**src/rtl/mdma_pkg.sv**
```systemverilog
package mdma_pkg;

   typedef enum logic [2:0] {
      ST_IDLE,
      ST_ARM,
      ST_SETUP,
      ST_STROBE,
      ST_RECOV,
      ST_HOLD
   } mdma_state_e;

   // Smallest whole number of clock cycles covering t_ns
   function automatic int ns_to_cycles(input int t_ns, input int clk_ps);
      return (t_ns * 1000 + clk_ps - 1) / clk_ps;
   endfunction

   function automatic int imax(input int a, input int b);
      return (a > b) ? a : b;
   endfunction

endpackage

```
**src/rtl/mdma_sync.sv**
```systemverilog
module mdma_sync #(
   parameter int STAGES = 2
) (
   input  logic clk,
   input  logic rst_n,
   input  logic d,
   output logic q
);
   if (STAGES < 1) begin : g_bad_stages
      $error("mdma_sync: STAGES must be at least 1");
   end

   logic [STAGES-1:0] chain;

   if (STAGES == 1) begin : g_one
      always_ff @(posedge clk or negedge rst_n) begin
         if (!rst_n) chain <= '0;
         else        chain <= d;
      end
   end else begin : g_many
      always_ff @(posedge clk or negedge rst_n) begin
         if (!rst_n) chain <= '0;
         else        chain <= {chain[STAGES-2:0], d};
      end
   end

   assign q = chain[STAGES-1];
endmodule

```
**src/rtl/mdma_timer.sv**
```systemverilog
module mdma_timer #(
   parameter int W = 6
) (
   input  logic         clk,
   input  logic         rst_n,
   input  logic         load,
   input  logic [W-1:0] load_val,
   output logic         zero
);
   if (W < 1) begin : g_bad_w
      $error("mdma_timer: W must be at least 1");
   end

   logic [W-1:0] cnt;

   always_ff @(posedge clk or negedge rst_n) begin
      if (!rst_n)         cnt <= '0;
      else if (load)      cnt <= load_val;
      else if (cnt != '0) cnt <= cnt - 1'b1;
   end

   assign zero = (cnt == '0);
endmodule

```
**src/rtl/mdma_rx_slot.sv**
```systemverilog
module mdma_rx_slot #(
   parameter int W = 16
) (
   input  logic         clk,
   input  logic         rst_n,
   input  logic         cap,
   input  logic [W-1:0] cap_data,
   output logic [W-1:0] out_data,
   output logic         out_valid,
   input  logic         out_ready
);
   always_ff @(posedge clk or negedge rst_n) begin
      if (!rst_n) begin
         out_data  <= '0;
         out_valid <= 1'b0;
      end else if (cap) begin
         out_data  <= cap_data;
         out_valid <= 1'b1;
      end else if (out_ready) begin
         out_valid <= 1'b0;
      end
   end

   // a captured word is never overwritten before it is consumed
   p_no_overwrite_r8: assert property (@(posedge clk) disable iff (!rst_n)
      cap |-> !out_valid || out_ready);
endmodule

```
**src/rtl/mdma_host_engine.sv**
```systemverilog
module mdma_host_engine
   import mdma_pkg::*;
#(
   parameter int DATA_W      = 16,
   parameter int CNT_W       = 16,
   parameter int CLK_PS      = 20833,
   parameter int T_CYC_NS    = 120,
   parameter int T_ASR_NS    = 80,
   parameter int T_NEG_NS    = 36,
   parameter int T_ACKSU_NS  = 36,
   parameter int T_ACKHD_NS  = 20,
   parameter int SYNC_STAGES = 2
) (
   input  logic              clk,
   input  logic              rst_n,
   input  logic              start,
   input  logic              rd_dir,
   input  logic [CNT_W-1:0]  word_count,
   input  logic              halt,
   output logic              busy,
   output logic              done,
   output logic              aborted,
   input  logic [DATA_W-1:0] tx_data,
   input  logic              tx_valid,
   output logic              tx_ready,
   output logic [DATA_W-1:0] rx_data,
   output logic              rx_valid,
   input  logic              rx_ready,
   input  logic              dreq,
   output logic              dack_n,
   output logic              rd_stb_n,
   output logic              wr_stb_n,
   input  logic [DATA_W-1:0] bus_in,
   output logic [DATA_W-1:0] bus_out,
   output logic              bus_oe
);
   localparam int ASR_N = imax(1, ns_to_cycles(T_ASR_NS, CLK_PS));
   localparam int NEG_N = imax(1, imax(ns_to_cycles(T_NEG_NS, CLK_PS),
                                       ns_to_cycles(T_CYC_NS, CLK_PS) - ASR_N));
   localparam int SET_N = imax(1, ns_to_cycles(T_ACKSU_NS, CLK_PS));
   localparam int HLD_N = imax(1, ns_to_cycles(T_ACKHD_NS, CLK_PS));
   localparam int MAXN  = imax(imax(ASR_N, NEG_N), imax(SET_N, HLD_N));
   localparam int TMR_W = $clog2(MAXN + 1);
   localparam int AW    = $clog2(ASR_N + NEG_N + SET_N + HLD_N + 2) + 1;

   localparam logic [TMR_W-1:0] ASR_L = TMR_W'(ASR_N - 1);
   localparam logic [TMR_W-1:0] NEG_L = TMR_W'(NEG_N - 1);
   localparam logic [TMR_W-1:0] SET_L = TMR_W'(SET_N - 1);
   localparam logic [TMR_W-1:0] HLD_L = TMR_W'(HLD_N - 1);

   if (DATA_W < 1 || DATA_W > 64) begin : g_bad_data
      $error("mdma_host_engine: DATA_W out of range");
   end
   if (CNT_W < 1) begin : g_bad_cnt
      $error("mdma_host_engine: CNT_W must be at least 1");
   end
   if (CLK_PS < 1) begin : g_bad_clk
      $error("mdma_host_engine: CLK_PS must be positive");
   end

   mdma_state_e st, nxt;
   logic              rd_q, halt_q;
   logic [CNT_W-1:0]  remain;
   logic [DATA_W-1:0] wd_q;
   logic              dreq_s, tmr_zero, ld;
   logic [TMR_W-1:0]  ldv;
   logic              take, cap, fin_done, fin_abort, flow_ok, last_word;

   mdma_sync #(.STAGES(SYNC_STAGES)) u_sync (
      .clk(clk), .rst_n(rst_n), .d(dreq), .q(dreq_s)
   );

   mdma_timer #(.W(TMR_W)) u_timer (
      .clk(clk), .rst_n(rst_n), .load(ld), .load_val(ldv), .zero(tmr_zero)
   );

   mdma_rx_slot #(.W(DATA_W)) u_slot (
      .clk(clk), .rst_n(rst_n), .cap(cap), .cap_data(bus_in),
      .out_data(rx_data), .out_valid(rx_valid), .out_ready(rx_ready)
   );

   assign flow_ok   = rd_q ? !rx_valid : tx_valid;
   assign last_word = (remain == '0);

   always_comb begin
      nxt       = st;
      ld        = 1'b0;
      ldv       = '0;
      take      = 1'b0;
      cap       = 1'b0;
      fin_done  = 1'b0;
      fin_abort = 1'b0;
      unique case (st)
         ST_IDLE: begin
            if (start) begin
               if (word_count == '0) fin_done = 1'b1;
               else                  nxt      = ST_ARM;
            end
         end
         ST_ARM: begin
            if (halt_q) begin
               nxt       = ST_IDLE;
               fin_abort = 1'b1;
            end else if (dreq_s && flow_ok) begin
               nxt = ST_SETUP;
               ld  = 1'b1;
               ldv = SET_L;
            end
         end
         ST_SETUP: begin
            if (tmr_zero) begin
               nxt  = ST_STROBE;
               ld   = 1'b1;
               ldv  = ASR_L;
               take = !rd_q;
            end
         end
         ST_STROBE: begin
            if (tmr_zero) begin
               nxt = ST_RECOV;
               ld  = 1'b1;
               ldv = NEG_L;
               cap = rd_q;
            end
         end
         ST_RECOV: begin
            if (tmr_zero) begin
               ld = 1'b1;
               if (last_word || halt_q || !dreq_s || !flow_ok) begin
                  nxt = ST_HOLD;
                  ldv = HLD_L;
               end else begin
                  nxt  = ST_STROBE;
                  ldv  = ASR_L;
                  take = !rd_q;
               end
            end
         end
         ST_HOLD: begin
            if (tmr_zero) begin
               if (last_word) begin
                  nxt      = ST_IDLE;
                  fin_done = 1'b1;
               end else if (halt_q) begin
                  nxt       = ST_IDLE;
                  fin_abort = 1'b1;
               end else begin
                  nxt = ST_ARM;
               end
            end
         end
         default: nxt = ST_IDLE;
      endcase
   end

   always_ff @(posedge clk or negedge rst_n) begin
      if (!rst_n) begin
         st      <= ST_IDLE;
         rd_q    <= 1'b0;
         halt_q  <= 1'b0;
         remain  <= '0;
         wd_q    <= '0;
         done    <= 1'b0;
         aborted <= 1'b0;
      end else begin
         st      <= nxt;
         done    <= fin_done;
         aborted <= fin_abort;
         if (st == ST_IDLE) begin
            halt_q <= 1'b0;
            if (start) begin
               rd_q   <= rd_dir;
               remain <= word_count;
            end
         end else begin
            halt_q <= halt_q | halt;
         end
         if (st == ST_STROBE && tmr_zero) remain <= remain - 1'b1;
         if (take) wd_q <= tx_data;
      end
   end

   logic ack_on, stb_on;
   assign ack_on   = (st == ST_SETUP) || (st == ST_STROBE) ||
                     (st == ST_RECOV) || (st == ST_HOLD);
   assign stb_on   = (st == ST_STROBE);
   assign dack_n   = !ack_on;
   assign rd_stb_n = !(stb_on && rd_q);
   assign wr_stb_n = !(stb_on && !rd_q);
   assign bus_oe   = ack_on && !rd_q;
   assign bus_out  = wd_q;
   assign tx_ready = take;
   assign busy     = (st != ST_IDLE);

   // Observation counters that feed the timing properties only
   logic          strb_n, strb_lo_q, seen_q;
   logic [AW-1:0] lo_cnt, hi_cnt, ack_cnt, cyc_cnt;
   assign strb_n = rd_stb_n & wr_stb_n;

   always_ff @(posedge clk or negedge rst_n) begin
      if (!rst_n) begin
         strb_lo_q <= 1'b0;
         seen_q    <= 1'b0;
         lo_cnt    <= '0;
         hi_cnt    <= '0;
         ack_cnt   <= '0;
         cyc_cnt   <= '0;
      end else begin
         strb_lo_q <= !strb_n;
         lo_cnt    <= !strb_n ? ((&lo_cnt) ? lo_cnt : lo_cnt + 1'b1) : '0;
         hi_cnt    <= (!strb_n || dack_n) ? '0 : ((&hi_cnt) ? hi_cnt : hi_cnt + 1'b1);
         ack_cnt   <= dack_n ? '0 : ((&ack_cnt) ? ack_cnt : ack_cnt + 1'b1);
         cyc_cnt   <= (!strb_n && !strb_lo_q) ? AW'(1) :
                      ((&cyc_cnt) ? cyc_cnt : cyc_cnt + 1'b1);
         seen_q    <= dack_n ? 1'b0 : (seen_q | !strb_n);
      end
   end

   p_stb_in_ack_r2: assert property (@(posedge clk) disable iff (!rst_n)
      !strb_n |-> !dack_n);
   p_one_stb_r2: assert property (@(posedge clk) disable iff (!rst_n)
      !(!rd_stb_n && !wr_stb_n));
   p_low_width_r3: assert property (@(posedge clk) disable iff (!rst_n)
      $rose(strb_n) |-> lo_cnt == AW'(ASR_N));
   p_gap_r4: assert property (@(posedge clk) disable iff (!rst_n)
      $fell(strb_n) && seen_q |-> hi_cnt == AW'(NEG_N) && cyc_cnt >= AW'(ASR_N + NEG_N));
   p_ack_setup_r5: assert property (@(posedge clk) disable iff (!rst_n)
      $fell(strb_n) && !seen_q |-> ack_cnt == AW'(SET_N));
   p_ack_hold_r6: assert property (@(posedge clk) disable iff (!rst_n)
      $rose(dack_n) |-> $past(hi_cnt) == AW'(NEG_N + HLD_N - 1));
   p_wdata_hold_r7: assert property (@(posedge clk) disable iff (!rst_n)
      !wr_stb_n |=> $stable(bus_out) && bus_oe);
   p_done_idle_r9: assert property (@(posedge clk) disable iff (!rst_n)
      done |-> dack_n && !busy && !aborted);
   p_abort_excl_r12: assert property (@(posedge clk) disable iff (!rst_n)
      aborted |-> dack_n && !busy);
endmodule

```
**config.mk**
```make
export PLATFORM = sky130hd
export DESIGN_NAME = mdma_host_engine
export DESIGN_NICKNAME = d
export VERILOG_FILES = /design/src/rtl/mdma_pkg.sv /design/src/rtl/mdma_sync.sv /design/src/rtl/mdma_timer.sv /design/src/rtl/mdma_rx_slot.sv /design/src/rtl/mdma_host_engine.sv
export SDC_FILE = /design/constraint.sdc
export NUM_CORES = 1
export LEC_CHECK = 0
export BUFFER_PORTS_ARGS = -buffer_cell sky130_fd_sc_hd__buf_2
export CORE_ASPECT_RATIO = 0.8
export CORE_MARGIN = 2
export CORE_UTILIZATION = 30
export DETAILED_ROUTE_END_ITERATION = 10
export HOLD_SLACK_MARGIN = 0.05
export MAX_ROUTING_LAYER = met4
export PLACE_DENSITY_LB_ADDON = 0.12
export SLEW_MARGIN = 20
export SYNTH_ARGS = -nofsm -noshare
export SYNTH_HDL_FRONTEND = slang
export SYNTH_SLANG_ARGS = --single-unit
```
**constraint.sdc**
```tcl
create_clock -name clk -period 2.13 [get_ports clk]
set_clock_uncertainty 0.05 [all_clocks]
set_input_delay 0.426 -clock clk [delete_from_list [all_inputs] [get_ports clk]]
set_output_delay 0.426 -clock clk [all_outputs]
set_load 0.05 [all_outputs]
```
==> run summary, run 1 <==
Setup WS post-layout = -0.218 ns
Net Count, Synth = 334
Min-delay worst type = input pin to async pin
Worst Path Arrival = 1.87 ns
Most used DFF post-synth = dfrtp_1
Max-cap violations = 0
I/O pin count = 97
Htree depth = 3
Gr usage total = 16.2%
Initial DRC count = 97
Area growth, synth to finish = 44.4%
Period minus WS final = 2.35 ns
Tcrit/Tclk final = 110%
DRC = 0
Final antenna-violating net count = 0
Seq/Total Area, Yosys = 49.2%
Register area = 1530 um2
Syn avg cell area = 11.3 um2
Unrepaired setup endpoints after global routing = yes
Max-slew violation count = 0
Pleak = 2.09 nW
CTS tree = built
Fillers = 1018
Initial DRT Pass Iterations = 4
CTS clock-pin slew for the worst setup and hold paths = 0.05 ns
Hold buffer count at CTS = 0
CTS root buf = clkbuf_16
WP data required = 1.65 ns
Failing checks = setup timing
Post-synth ARST share = 100%
CP Launch Type = flip-flop
FP Rows = 33
Count of different cell masters after synthesis = 54
Die Width = 118 um
Worst IR Drop VDD = 0.820 mV
Outcome = finished with violations
Initial antenna violation count = 0
CTS buffer count = 9
Layout cells sized above 1 = 51.0%
Cells after synthesis = 275
Vias per cell = 4.72
Pwr Density = 1670 nW/um2
Post-Layout Inst Area = 4480 um2
Total die area = 11200 um2
Register bit total from synthesis = 61
Initial core utilization = 30.6%
Crit-path cells = nor4_4, nand4_4, a31oi_4, clkinvlp_4, buf_8
Overall power = 7.49 mW
Remaining global-route overflow = 0
Port bufs = 96
Fmax = 426 MHz
Worst path max stage delay = 0.43 ns
NumNets Final = 472
Final Hold Fails = 0
Vias in the first global route = 2678
Diode count = 0
Die H = 95.0 um
Core area = 10200 um2
Area after DPL = 4050 um2
Worst-Margin Slew = 0.614 ns
Slowest-stage cell, CP = dfrtp_1
Vias = 2635
Multi-input logic area = 1540 um2
Post-synth EDFFs = 0
# setup viols final = 1
Synth Warn # = 0
Slew HR = 59.1%
Largest net degree at the start of global routing = 26
Post-Synthesis Cell Area = 3100 um2
Sink Count = 61
Routability cong. = 0.772
Clock buffer depth = 2
CP Capture Type = output pin
DR WL/cell = 15.1 um
Global-route wire length before repair = 13.9 mm
Clock Latency Late Sink = 0.33 ns
Dpl hpwl = 6.22 mm
Routed WL = 8.43 mm
Worst Path Max Fanout = 4
WS Path Type = flip-flop to output pin
## registers in the layout (all words and copies together), names as in the netlist
| signal | cells |
|---|---|
| rd_q | 1 |
| halt_q | 1 |
| u_slot.out_valid | 1 |
| u_slot.out_data | 16 |
| st | 3 |
| remain | 16 |
| bus_out | 16 |
| aborted | 1 |
| done | 1 |
| u_timer.cnt | 3 |
| u_sync.chain | 2 |
## per-layer routing
layer  up-vias  routed length, um  global-route usage [%]
met5         -                  0                       -
met1      1269               4110                    21.3
met3         8                322                    4.17
li1       1304                  -                       -
met2        54               3900                    24.7
met4         0                 93                    4.52
## kinds of logic (layout without fill, tap and decap cells)
kind of cell | after synthesis | after routing | share of synthesized area (%)
AO/OA/AOI/OAI | 50 | 50 | 12.2
flip-flops | 61 | 61 | 49.2
adder cells (fa/ha/maj) | 3 | 3 | 1.21
XOR/XNOR | 1 | 1 | 0.282
multiplexers | 33 | 33 | 13.0
AND/OR/NAND/NOR | 104 | 104 | 20.4
buffers and inverters | 23 | 166 | 3.67
## layout make-up
cell class / count / share of cell area [%]
timing repair buffer: 142 / 19.6
sequential: 61 / 34.1
inverter: 8 / 0.754
clock inverter: 4 / 1.56
tap: 140 / 3.91
multi-input combinational: 191 / 34.4
clock buffer: 12 / 5.72
## Yosys cell counts (4+ instances only)
master	instances	area, um2
dfrtp_1	61	1530
nand2_1	25	93.8
mux2_2	23	259
nor2_1	19	71.3
mux2_4	9	135
nand3_1	9	45.0
o211ai_1	9	67.6
inv_1	8	30.0
buf_2	7	35.0
clkbuf_1	6	22.5
nand2b_1	6	37.5
nor4_1	6	37.5
a211oi_1	5	37.5
o21ai_0	5	25.0
o311ai_0	5	43.8
or4_1	5	37.5
a21oi_1	4	20.0
a31oi_1	4	25.0
nand4_1	4	25.0
nor2b_1	4	25.0
nor3_1	4	20.0
## power by group
part	internal (mW)	switching (mW)	leakage, nW	total (mW)
registers	1.67	0.410	0.745	2.08
logic	1.46	2.34	1.18	3.81
clock network	1.08	0.515	0.163	1.60
total	4.22	3.27	2.09	7.49
## worst max-delay path, delay by kind of cell (launching register included)
kind	cells	cell delay, ns
simple gates	2	0.56
flops	1	0.43
buf+inv	2	0.29
compound gates	1	0.26
## worst paths after layout
kind / cells past startpoint / from / slack, ns / to
setup / recovery: 5 / remain[4]$_DFFE_PN0P_ / -0.22 / tx_ready
hold / removal: 1 / rst_n / 0.06 / aborted$_DFF_PN0_
setup reg to reg: 5 / remain[4]$_DFFE_PN0P_ / 0.02 / bus_out[11]$_DFFE_PN0P_
hold reg to reg: 0 / u_sync.chain[0]$_DFF_PN0_ / 0.30 / u_sync.chain[1]$_DFF_PN0_
max in group asynchronous: 2 / rst_n / 1.36 / u_slot.out_data[8]$_DFFE_PN0P_
min in group clk: 1 / dreq / 0.15 / u_sync.chain[0]$_DFF_PN0_
## timing repair
item / CTS / global route
setup buffers: 3 / 3
pin swaps: 3 / 3
gates resized for setup: 12 / 7
setup endpoints to repair: 13 / 20
## placed cells by master, fill, tap and decap left out, drive strengths merged, types with 2 or more instances in the layout
cell type and count:
dfrtp 61, a31oi 5, a2bb2oi 3, bufinv 2
nand3b 3, buf 141, o21a 3, a211oi 5
a21oi 4, inv 7, nand3 9, or2 2
nand2b 6, nand4b 2, a21boi 2, mux2 32
nand4 6, ha 3, or4b 2, o211ai 9
nor3 5, o311ai 5, o22ai 2, nand2 25
nor2 19, nor2b 4, or4 5, o21ai 5
clkinv 2, clkbuf 13, nor4 10
## through the flow
| stage | worst slack, ns | utilization (%) | hold slack (ns) | setup TNS (ns) | instances |
|---|---|---|---|---|---|
| floorplan | -0.136 | - | 0.0804 | -0.136 | 275 |
| CTS | -0.252 | 43.8 | 0.0723 | -0.252 | 555 |
| global route | -0.290 | 44.1 | 0.0933 | -0.545 | 558 |
| finish | -0.218 | 44.1 | 0.0596 | -0.218 | 558 |
| detailed placement | -0.0652 | 39.8 | 0.292 | -0.0652 | 536 |
| global placement | -0.0237 | 39.8 | 0.283 | -0.0237 | 536 |
(Power assumes the default switching activity.)
==> inputs of run 2 (changes only) <==
CTS_BUF_LIST = sky130_fd_sc_hd__clkbuf_16   (was unset)
==> run summary, run 2 (synthesis results as in run 1) <==
Max-slew violation count = 0
Most frequent cells in the layout = 93 x buf_2, 60 x dfrtp_1, 44 x buf_4
Clock buffer depth = 2
FF-to-FF End = bus_out[11]$_DFFE_PN0P_
Final Hold Fails = 0
Gr usage total = 16.2%
Min-delay worst type = input pin to async pin
I/O pin count = 97
Worst Path Max Fanout = 4
Htree depth = 3
WP data required = 1.65 ns
Layout cells sized above 1 = 50.4%
Combinational fraction of design power = 51.3%
Remaining global-route overflow = 0
Sink Count = 61
Die Width = 118 um
Worst-Margin Slew = 0.612 ns
Max-cap violations = 0
Port bufs = 96
Routability cong. = 0.772
DRC = 0
DR WL/cell = 15.1 um
Initial antenna violation count = 0
Initial DRT Pass Iterations = 4
CTS clock-pin slew for the worst setup and hold paths = 0.05 ns
Vias per cell = 4.76
Final antenna-violating net count = 0
CTS root buf = clkbuf_16
Initial core utilization = 30.6%
Clock share of power = 20.6%
Tcrit/Tclk final = 110%
Unrepaired setup endpoints after global routing = yes
CP Launch Type = flip-flop
Total die area = 11200 um2
Outcome = finished with violations
Setup WS post-layout = -0.218 ns
Largest net degree at the start of global routing = 26
Sw Ratio = 44.1%
CTS buffer count = 9
Fmax = 426 MHz
CP top delay family = simple AND/OR/NAND/NOR gates
Multi-input logic area = 1540 um2
Sequential share of power = 28.1%
Worst IR Drop VDD = 0.819 mV
Initial DRC count = 101
FF-to-FF path depth = 5
Die H = 95.0 um
Slew HR = 59.2%
CP Capture Type = output pin
Core area = 10200 um2
Dpl hpwl = 6.22 mm
Slowest-stage cell, CP = dfrtp_1
Crit-path cells = nor4_4, nand4_4, a31oi_4, clkinvlp_4, buf_8
Area after DPL = 4050 um2
Pleak = 2.08 nW
Fillers = 1018
Global-route wire length before repair = 13.9 mm
Worst Path Arrival = 1.87 ns
Vias in the first global route = 2665
# setup viols final = 1
Reported net switching power = 3.26 mW
Pwr Density = 1660 nW/um2
Overall power = 7.39 mW
Period minus WS final = 2.35 ns
Post-Layout Inst Area = 4460 um2
Failing checks = setup timing
Clock Latency Late Sink = 0.33 ns
Internal power = 4.13 mW
Diode count = 0
NumNets Final = 471
Worst reg2reg startpoint = remain[4]$_DFFE_PN0P_
Commonest non-fill, non-tap cell in the layout = buf_2
Area growth, synth to finish = 43.5%
Worst path max stage delay = 0.43 ns
FP Rows = 33
WS Path Type = flip-flop to output pin
WP buf/inv = 2
Vias = 2649
CTS tree = built
Setup_tns = -0.218 ns
Routed WL = 8.39 mm
FF-to-FF setup slack = 0.02 ns
Register area = 1530 um2
## run 2: changes by cell type in the layout (fill, tap and decap cells not counted), sizes merged
cell	previous run	this run
inv	7	8
clkbuf	13	9
clkinv	2	4
## run 2: area by class of cell
cell class	instances	area share, %
Timing Repair Buffer	141	19.5
Sequential cell	61	34.3
Clock buffer	9	5.05
Multi-Input combinational cell	191	34.6
Inverter	8	0.758
Clock inverter	7	1.83
Tap cell	140	3.93
## run 2: power groups by stage
stage                     logic (mW)  registers (mW)  clock network, mW
final                           3.79            2.08               1.52
after CTS                       3.74            2.08               1.56
after floorplan                 1.59            3.04                  0
after detailed placement        3.66            2.08                  0
after global routing            4.08            2.16               1.61
after global placement          3.64            2.07                  0
## run 2: worst max path at each step
stage                                     from        to  slack (ns)  cells past startpoint
floorplan                remain[0]$_DFFE_PN0P_  tx_ready       -0.14                      7
global placement    u_timer.cnt[0]$_DFFE_PN0P_  tx_ready       -0.02                      7
detailed placement  u_timer.cnt[0]$_DFFE_PN0P_  tx_ready       -0.07                      7
CTS                 u_timer.cnt[1]$_DFFE_PN0P_  tx_ready       -0.25                      7
global route        u_timer.cnt[1]$_DFFE_PN0P_  tx_ready       -0.29                      7
finish                   remain[4]$_DFFE_PN0P_  tx_ready       -0.22                      5
## run 2: repair_timing
action	CTS	global route
resized for setup	11	8
pin swaps	3	3
setup endpoints to repair	13	20
buffers inserted	2	3
hold buffers	0	0
## run 2: layer usage
metal  part of all wire, %  up-vias  track usage [%]
met5                     0        -                -
li1                      -     1301                -
met2                    46       58             24.6
met1                    49     1282             21.5
met3                   4.3        8             4.17
met4                   1.1        0             4.82
## run 2: metrics by stage
step / util [%] / hold WS [ns] / std cells / setup slack (ns)
finish: 43.9 / 0.0574 / 557 / -0.218
global route: 43.9 / 0.0926 / 557 / -0.289
CTS: 43.4 / 0.0709 / 554 / -0.254
detailed placement: 39.8 / 0.292 / 536 / -0.0652
global placement: 39.8 / 0.283 / 536 / -0.0237
floorplan: - / 0.0804 / 275 / -0.136
